### src/rtl/flash_burst_seq_pkg.sv
package flash_burst_seq_pkg;

    typedef enum logic [1:0] {
        BM_LINEAR = 2'b00,
        BM_WRAP8  = 2'b01,
        BM_WRAP16 = 2'b10,
        BM_WRAP32 = 2'b11
    } burst_mode_e;

    typedef enum logic [1:0] {
        ST_IDLE   = 2'b00,
        ST_WAIT   = 2'b01,
        ST_STREAM = 2'b10
    } seq_state_e;

    localparam int unsigned NUM_MODES     = 4;
    localparam int unsigned WRAP_MIN_BITS = 3;

endpackage

### src/rtl/fbs_cfg_regs.sv
module fbs_cfg_regs
    import flash_burst_seq_pkg::*;
#(
    parameter int unsigned WW         = 4,
    parameter int unsigned RESET_WAIT = 7
) (
    input  logic          clk,
    input  logic          rst_n,
    input  logic          we,
    input  logic [1:0]    mode_in,
    input  logic [WW-1:0] wait_in,
    input  logic          fall_in,
    output burst_mode_e   mode_q,
    output logic [WW-1:0] wait_q,
    output logic          fall_q
);

    localparam logic [WW-1:0] WAIT_RST = WW'(RESET_WAIT);

    // Power-on values: continuous ordering, typical latency, rising edge.
    always_ff @(posedge clk or negedge rst_n) begin
        if (!rst_n) begin
            mode_q <= BM_LINEAR;
            wait_q <= WAIT_RST;
            fall_q <= 1'b0;
        end else if (we) begin
            mode_q <= burst_mode_e'(mode_in);
            wait_q <= wait_in;
            fall_q <= fall_in;
        end
    end

endmodule

### src/rtl/fbs_addr_step.sv
module fbs_addr_step
    import flash_burst_seq_pkg::*;
#(
    parameter int unsigned AW = 22
) (
    input  logic [AW-1:0] addr,
    input  burst_mode_e   mode,
    output logic [AW-1:0] next_addr
);

    logic [AW-1:0] cand [NUM_MODES];

    // Code 0 counts through the whole array and rolls over at the top.
    assign cand[0] = addr + AW'(1);

    // Codes 1..3 increment only the low 3/4/5 bits, keeping the block fixed.
    for (genvar g = 1; g < NUM_MODES; g++) begin : g_wrap
        localparam int unsigned K = WRAP_MIN_BITS + g - 1;
        logic [K-1:0] low_inc;
        assign low_inc = addr[K-1:0] + K'(1);
        assign cand[g] = {addr[AW-1:K], low_inc};
    end

    assign next_addr = cand[mode];

endmodule

### src/rtl/fbs_seq_fsm.sv
module fbs_seq_fsm
    import flash_burst_seq_pkg::*;
#(
    parameter int unsigned AW = 22,
    parameter int unsigned WW = 4
) (
    input  logic          clk,
    input  logic          rst_n,
    input  logic          chip_sel_n,
    input  logic          addr_strobe_n,
    input  logic [AW-1:0] start_addr,
    input  burst_mode_e   cfg_mode,
    input  logic [WW-1:0] cfg_wait,
    output logic [AW-1:0] addr_q,
    output logic          valid_q,
    output burst_mode_e   mode_q
);

    seq_state_e    state_q, state_d;
    logic [WW-1:0] cnt_q;
    logic [WW-1:0] cnt_load;
    logic [AW-1:0] step_addr;
    logic          start_hit;

    assign start_hit = !chip_sel_n && !addr_strobe_n;
    // A programmed count of zero behaves as one edge of latency.
    assign cnt_load  = (cfg_wait == '0) ? '0 : cfg_wait - WW'(1);

    fbs_addr_step #(.AW(AW)) u_step (
        .addr      (addr_q),
        .mode      (mode_q),
        .next_addr (step_addr)
    );

    // State register.
    always_ff @(posedge clk or negedge rst_n) begin
        if (!rst_n) state_q <= ST_IDLE;
        else        state_q <= state_d;
    end

    // Transitions: deselect > start > ready/hold.
    always_comb begin
        state_d = state_q;
        unique case (state_q)
            ST_IDLE: begin
                if (start_hit) state_d = ST_WAIT;
            end
            ST_WAIT: begin
                if (chip_sel_n)         state_d = ST_IDLE;
                else if (start_hit)     state_d = ST_WAIT;
                else if (cnt_q == '0)   state_d = ST_STREAM;
            end
            ST_STREAM: begin
                if (chip_sel_n)         state_d = ST_IDLE;
                else if (start_hit)     state_d = ST_WAIT;
            end
            default: state_d = ST_IDLE;
        endcase
    end

    // Outputs and datapath.
    always_ff @(posedge clk or negedge rst_n) begin
        if (!rst_n) begin
            addr_q  <= '0;
            valid_q <= 1'b0;
            mode_q  <= BM_LINEAR;
            cnt_q   <= '0;
        end else begin
            valid_q <= (state_d == ST_STREAM);
            if (start_hit) begin
                addr_q <= start_addr;
                mode_q <= cfg_mode;
                cnt_q  <= cnt_load;
            end else begin
                if (state_q == ST_WAIT && cnt_q != '0)
                    cnt_q <= cnt_q - WW'(1);
                if (state_q == ST_STREAM && state_d == ST_STREAM)
                    addr_q <= step_addr;
            end
        end
    end

endmodule

### src/rtl/fbs_out_edge.sv
module fbs_out_edge #(
    parameter int unsigned AW = 22
) (
    input  logic          clk,
    input  logic          rst_n,
    input  logic          fall_sel,
    input  logic [AW-1:0] addr_in,
    input  logic          valid_in,
    output logic [AW-1:0] addr_out,
    output logic          valid_out
);

    logic [AW-1:0] addr_neg;
    logic          valid_neg;

    // Retiming stage clocked on the falling edge.
    always_ff @(negedge clk or negedge rst_n) begin
        if (!rst_n) begin
            addr_neg  <= '0;
            valid_neg <= 1'b0;
        end else begin
            addr_neg  <= addr_in;
            valid_neg <= valid_in;
        end
    end

    assign addr_out  = fall_sel ? addr_neg  : addr_in;
    assign valid_out = fall_sel ? valid_neg : valid_in;

endmodule

### src/rtl/flash_burst_seq.sv
module flash_burst_seq
    import flash_burst_seq_pkg::*;
#(
    parameter int unsigned AW         = 22,
    parameter int unsigned WW         = 4,
    parameter int unsigned RESET_WAIT = 7
) (
    input  logic          clk,
    input  logic          rst_n,
    input  logic          cfg_we,
    input  logic [1:0]    cfg_mode,
    input  logic [WW-1:0] cfg_wait,
    input  logic          cfg_fall,
    input  logic          chip_sel_n,
    input  logic          addr_strobe_n,
    input  logic [AW-1:0] start_addr,
    output logic [AW-1:0] word_addr,
    output logic          word_valid
);

    burst_mode_e   mode_r;
    burst_mode_e   mode_snap;
    logic [WW-1:0] wait_r;
    logic          fall_r;
    logic [AW-1:0] seq_addr;
    logic          seq_valid;

    fbs_cfg_regs #(.WW(WW), .RESET_WAIT(RESET_WAIT)) u_cfg (
        .clk     (clk),
        .rst_n   (rst_n),
        .we      (cfg_we),
        .mode_in (cfg_mode),
        .wait_in (cfg_wait),
        .fall_in (cfg_fall),
        .mode_q  (mode_r),
        .wait_q  (wait_r),
        .fall_q  (fall_r)
    );

    fbs_seq_fsm #(.AW(AW), .WW(WW)) u_fsm (
        .clk           (clk),
        .rst_n         (rst_n),
        .chip_sel_n    (chip_sel_n),
        .addr_strobe_n (addr_strobe_n),
        .start_addr    (start_addr),
        .cfg_mode      (mode_r),
        .cfg_wait      (wait_r),
        .addr_q        (seq_addr),
        .valid_q       (seq_valid),
        .mode_q        (mode_snap)
    );

    fbs_out_edge #(.AW(AW)) u_edge (
        .clk       (clk),
        .rst_n     (rst_n),
        .fall_sel  (fall_r),
        .addr_in   (seq_addr),
        .valid_in  (seq_valid),
        .addr_out  (word_addr),
        .valid_out (word_valid)
    );

endmodule

### config.mk
export PLATFORM = sky130hd
export DESIGN_NAME = flash_burst_seq
export DESIGN_NICKNAME = d
export VERILOG_FILES = /design/src/rtl/flash_burst_seq_pkg.sv /design/src/rtl/fbs_cfg_regs.sv /design/src/rtl/fbs_addr_step.sv /design/src/rtl/fbs_seq_fsm.sv /design/src/rtl/fbs_out_edge.sv /design/src/rtl/flash_burst_seq.sv
export SDC_FILE = /design/constraint.sdc
export NUM_CORES = 1
export LEC_CHECK = 0
export BUFFER_PORTS_ARGS = -buffer_cell sky130_fd_sc_hd__buf_4
export CAP_MARGIN = 20
export CORE_MARGIN = 5
export CORE_UTILIZATION = 40
export CTS_CLUSTER_DIAMETER = 150
export CTS_CLUSTER_SIZE = 30
export DETAILED_ROUTE_END_ITERATION = 16
export GPL_TIMING_DRIVEN = 0
export PLACE_DENSITY = 0.71
export SETUP_SLACK_MARGIN = 0.4
export SYNTH_ARGS = -nofsm -noshare
export SYNTH_HDL_FRONTEND = slang
export SYNTH_SLANG_ARGS = --single-unit
### constraint.sdc
create_clock -name clk -period 1.6 [get_ports clk]
set_input_delay 0.4 -clock clk [delete_from_list [all_inputs] [get_ports clk]]
set_output_delay 0.4 -clock clk [all_outputs]
set_load 0.02 [all_outputs]
==> metrics.md <==
| Metric | Value |
|---|---|
| Met2 usage | 0.306 |
| Initial Utilization | 0.415 |
| Layout cells sized above 1 | 0.604 |
| Initial DRC count | 295 |
| Final Hold Viols | 0 |
| Global-route wire length before repair | 14600 um |
| Die Y | 96.9 um |
| Post-Syn Nets | 342 |
| Clock buffer count from CTS | 9 |
| Core ar. | 7290 um2 |
| Synth-to-layout area growth | 63.5% |
| Final WL | 9260 um |
| Clk root buf | clkbuf_8 |
| Crit-path max FO | 1 |
| Vias in the first global route | 2937 |
| Unrepaired setup endpoints after global routing | true |
| Critical path arrival | 1.86 ns |
| Synth warn | 0 |
| Worst slew margin | 0.684 |
| Input/output buffers | 53 |
| Tightest Pin Transition | 0.474 ns |
| Post-Synthesis Cells | 306 |
| Mapped cell area | 3020 um2 |
| CP endpoint kind | output pin |
| Comb pwr share | 0.387 |
| Slew Limit Fails | 0 |
| Post-synthesis register bit count | 61 |
| Hold WS | 0.0282 ns |
| Top cell type's share of synthesized area | 0.290 |
| Worst slack, placed | -0.339 ns |
| Post-synth top cells | nand2_1, dfrtp_1, mux2_2, dfrtn_1, o21ai_0 |
| Clock latency at the later pin of the worst-skew pair | 0.34 ns |
| Max Clock Skew | 0.0145 ns |
| Critical path class | flop to output pin |
| Synthesized area per cell | 9.88 um2 |
| Longest Clk Path Bufs | 2 |
| Die area | 9400 um2 |
| Pint | 3880 uW |
| Top Family by Delay on Critical Path | flip-flops |
| Post-DR wirelength/cell | 17.5 um |
| I/O Pins | 57 |
| GR peak layer | met2 |
| Top post-synthesis cells by area | dfrtp_1, dfrtn_1, mux2_2 |
| Synth cell types | 49 |
| Post-route DRC | 0 |
| WP buf/inv | 1 |
| Largest net degree at the start of global routing | 62 |
| Worst endpoint required time | 1.20 ns |
| Std-Cell Rows | 31 |
| Total power | 5780 uW |
| Gp weighted congestion | 0.829 |
| Fin util | 0.678 |
| Fillers | 528 |
| Post-synth EDFFs | 0 |
| CP Cell Sequence | mux2_4, buf_6 |
| HPWL after DPL | 5250 um |
| PwrDens | 1170 nW/um2 |
| Outcome | complete, but fails checks |
| Hold_buf cts | 0 |
| Met1 usage | 0.242 |
| Total track usage | 0.189 |
| Antenna cells | 0 |
| Detailed-route via count | 2987 |
| Clock transition at path regs | 0.07 ns |
| Final WS setup | -0.658 ns |
| Slowest cell on crit path | dfrtn_1 |
| Sequential Power Share | 0.363 |
| Switching power total | 1900 uW |
| Sw Ratio | 0.328 |
| Die X | 96.9 um |
| Failing checks | setup timing |
| Top_reg_cell synth | dfrtp_1 |
| Htree depth | 3 |
| Vias per cell | 5.66 |
| Grt total ovfl | 0 |
| Max incr delay on CP | 0.33 ns |
| Placed inst area | 3760 um2 |
| Area leader, netlist | dfrtp_1 |
| Sink Count | 61 |
| Max-Cap Viols | 0 |
| Design area | 4940 um2 |
| Seq/Total Area, Yosys | 0.506 |
| VDD IR-drop max | 0.781 mV |
| Type of the tightest min-delay check | primary input to async pin |
| Synth async-reset ratio | 1.00 |
| DR pass1 iterations | 7 |
| Clock power frac | 0.250 |
| Most common cell in the synthesized netlist | nand2_1 |
| Initial antenna violation count | 0 |
| Static Leak | 0.00218 uW |
| Met3 Resource Use GR | 0.0554 |
| CP Launch Type | flop |
| Post-DRT Antenna Nets | 0 |
| Final setup violation count | 41 |
| CTS tree | yes |
| Layout Nets | 460 |
==> registers in the layout (all words and copies together), names as in the netlist <==
register / flops
u_edge.addr_neg: 22
u_fsm.addr_q: 22
u_cfg.wait_q: 4
u_fsm.cnt_q: 4
u_cfg.mode_q: 2
u_fsm.mode_q: 2
u_fsm.state_q: 2
u_cfg.fall_q: 1
u_edge.valid_neg: 1
u_fsm.valid_q: 1
==> power groups by stage <==
stage	Combinational (uW)	Sequential [uW]	Clock [uW]
6_report	2240	2100	1450
5_1_grt	2380	2130	1550
4_1_cts	1940	2090	1470
3_5_place_dp	1360	2120	0
3_3_place_gp	1330	2100	0
2_1_floorplan	963	2050	0
==> what timing repair did <==
| action | CTS | global route |
|---|---|---|
| buffers inserted | 30 | 21 |
| resized for setup | 102 | 36 |
| cloned | 3 | 0 |
| pin swaps | 30 | 28 |
| endpoints found under the setup margin | 99 | 98 |
==> final timing paths <==
kind	start	end	slack, ns	cells after the start
max	u_edge.addr_neg[19]	word_addr[19]	-0.66	2
min	rst_n	u_fsm.addr_q[11]	0.03	1
max reg2reg	u_fsm.mode_q[1]	u_fsm.addr_q[13]	-0.19	6
min reg2reg	u_cfg.mode_q[1]	u_fsm.mode_q[1]	0.46	2
max in group asynchronous	rst_n	u_edge.addr_neg[19]	0.50	1
min in group clk	start_addr[21]	u_fsm.addr_q[21]	0.29	3
==> layout by cell type, fill, tap and decap left out, types with 4 or more instances in the layout <==
cell type	synthesis	routed
a22oi_1	4	4
a31oi_1	7	5
mux2_4	0	18
a21oi_2	1	5
clkbuf_8	0	17
a32oi_1	6	6
inv_1	8	5
nand4_1	6	6
o21ai_2	0	22
buf_6	2	41
buf_4	2	66
clkbuf_2	0	4
dfrtp_1	35	17
o21ai_1	15	14
nand3_1	8	6
dfrtn_1	23	23
nor2_4	0	4
a21oi_1	17	12
nor2_1	21	17
nand2_1	36	32
nor3_1	10	6
mux2_2	25	7
dfrtp_2	0	18
==> worst reg2reg max path, stage by stage, from the launching register on <==
cell	delay [ns]
dfrtp_2	0.43
or4b_4	0.56
a21o_4	0.27
buf_12	0.13
buf_16	0.13
o21ai_2	0.09
o21ai_1	0.07
==> per-layer routing <==
layer  wire length [um]  share of wire
met1               3780           0.41
met2               4450           0.48
met3                793          0.086
met4                238          0.026
met5                  0              0
==> area by class of cell <==
cell class	count	area [um2]	share of cell area
buffer	17	166	0.0337
clock buffer	13	169	0.0342
clock inverter	3	42.5	0.00861
inverter	8	30.0	0.00608
multi-input combinational	221	1860	0.377
sequential	61	1550	0.314
tap	99	124	0.0251
timing repair buffer	106	993	0.201
==> per-stage QoR <==
stage / std cells / TNS, ns
after floorplan: 306 / -4.31
after global placement: 458 / -12.70
after detailed placement: 458 / -13.21
after CTS: 507 / -16.09
after global routing: 528 / -18.48
final: 528 / -16.86
==> logic make-up after synthesis <==
family / count (synthesis) / share of synthesized area
XOR/XNOR: 2 / 0.00580
flip-flops: 61 / 0.506
AO/OA/AOI/OAI: 86 / 0.171
adder cells (fa/ha/maj): 2 / 0.00828
AND/OR/NAND/NOR: 103 / 0.169
buffers and inverters: 25 / 0.0397
multiplexers: 27 / 0.0998
Note: power is estimated with default switching activity, not from simulation.
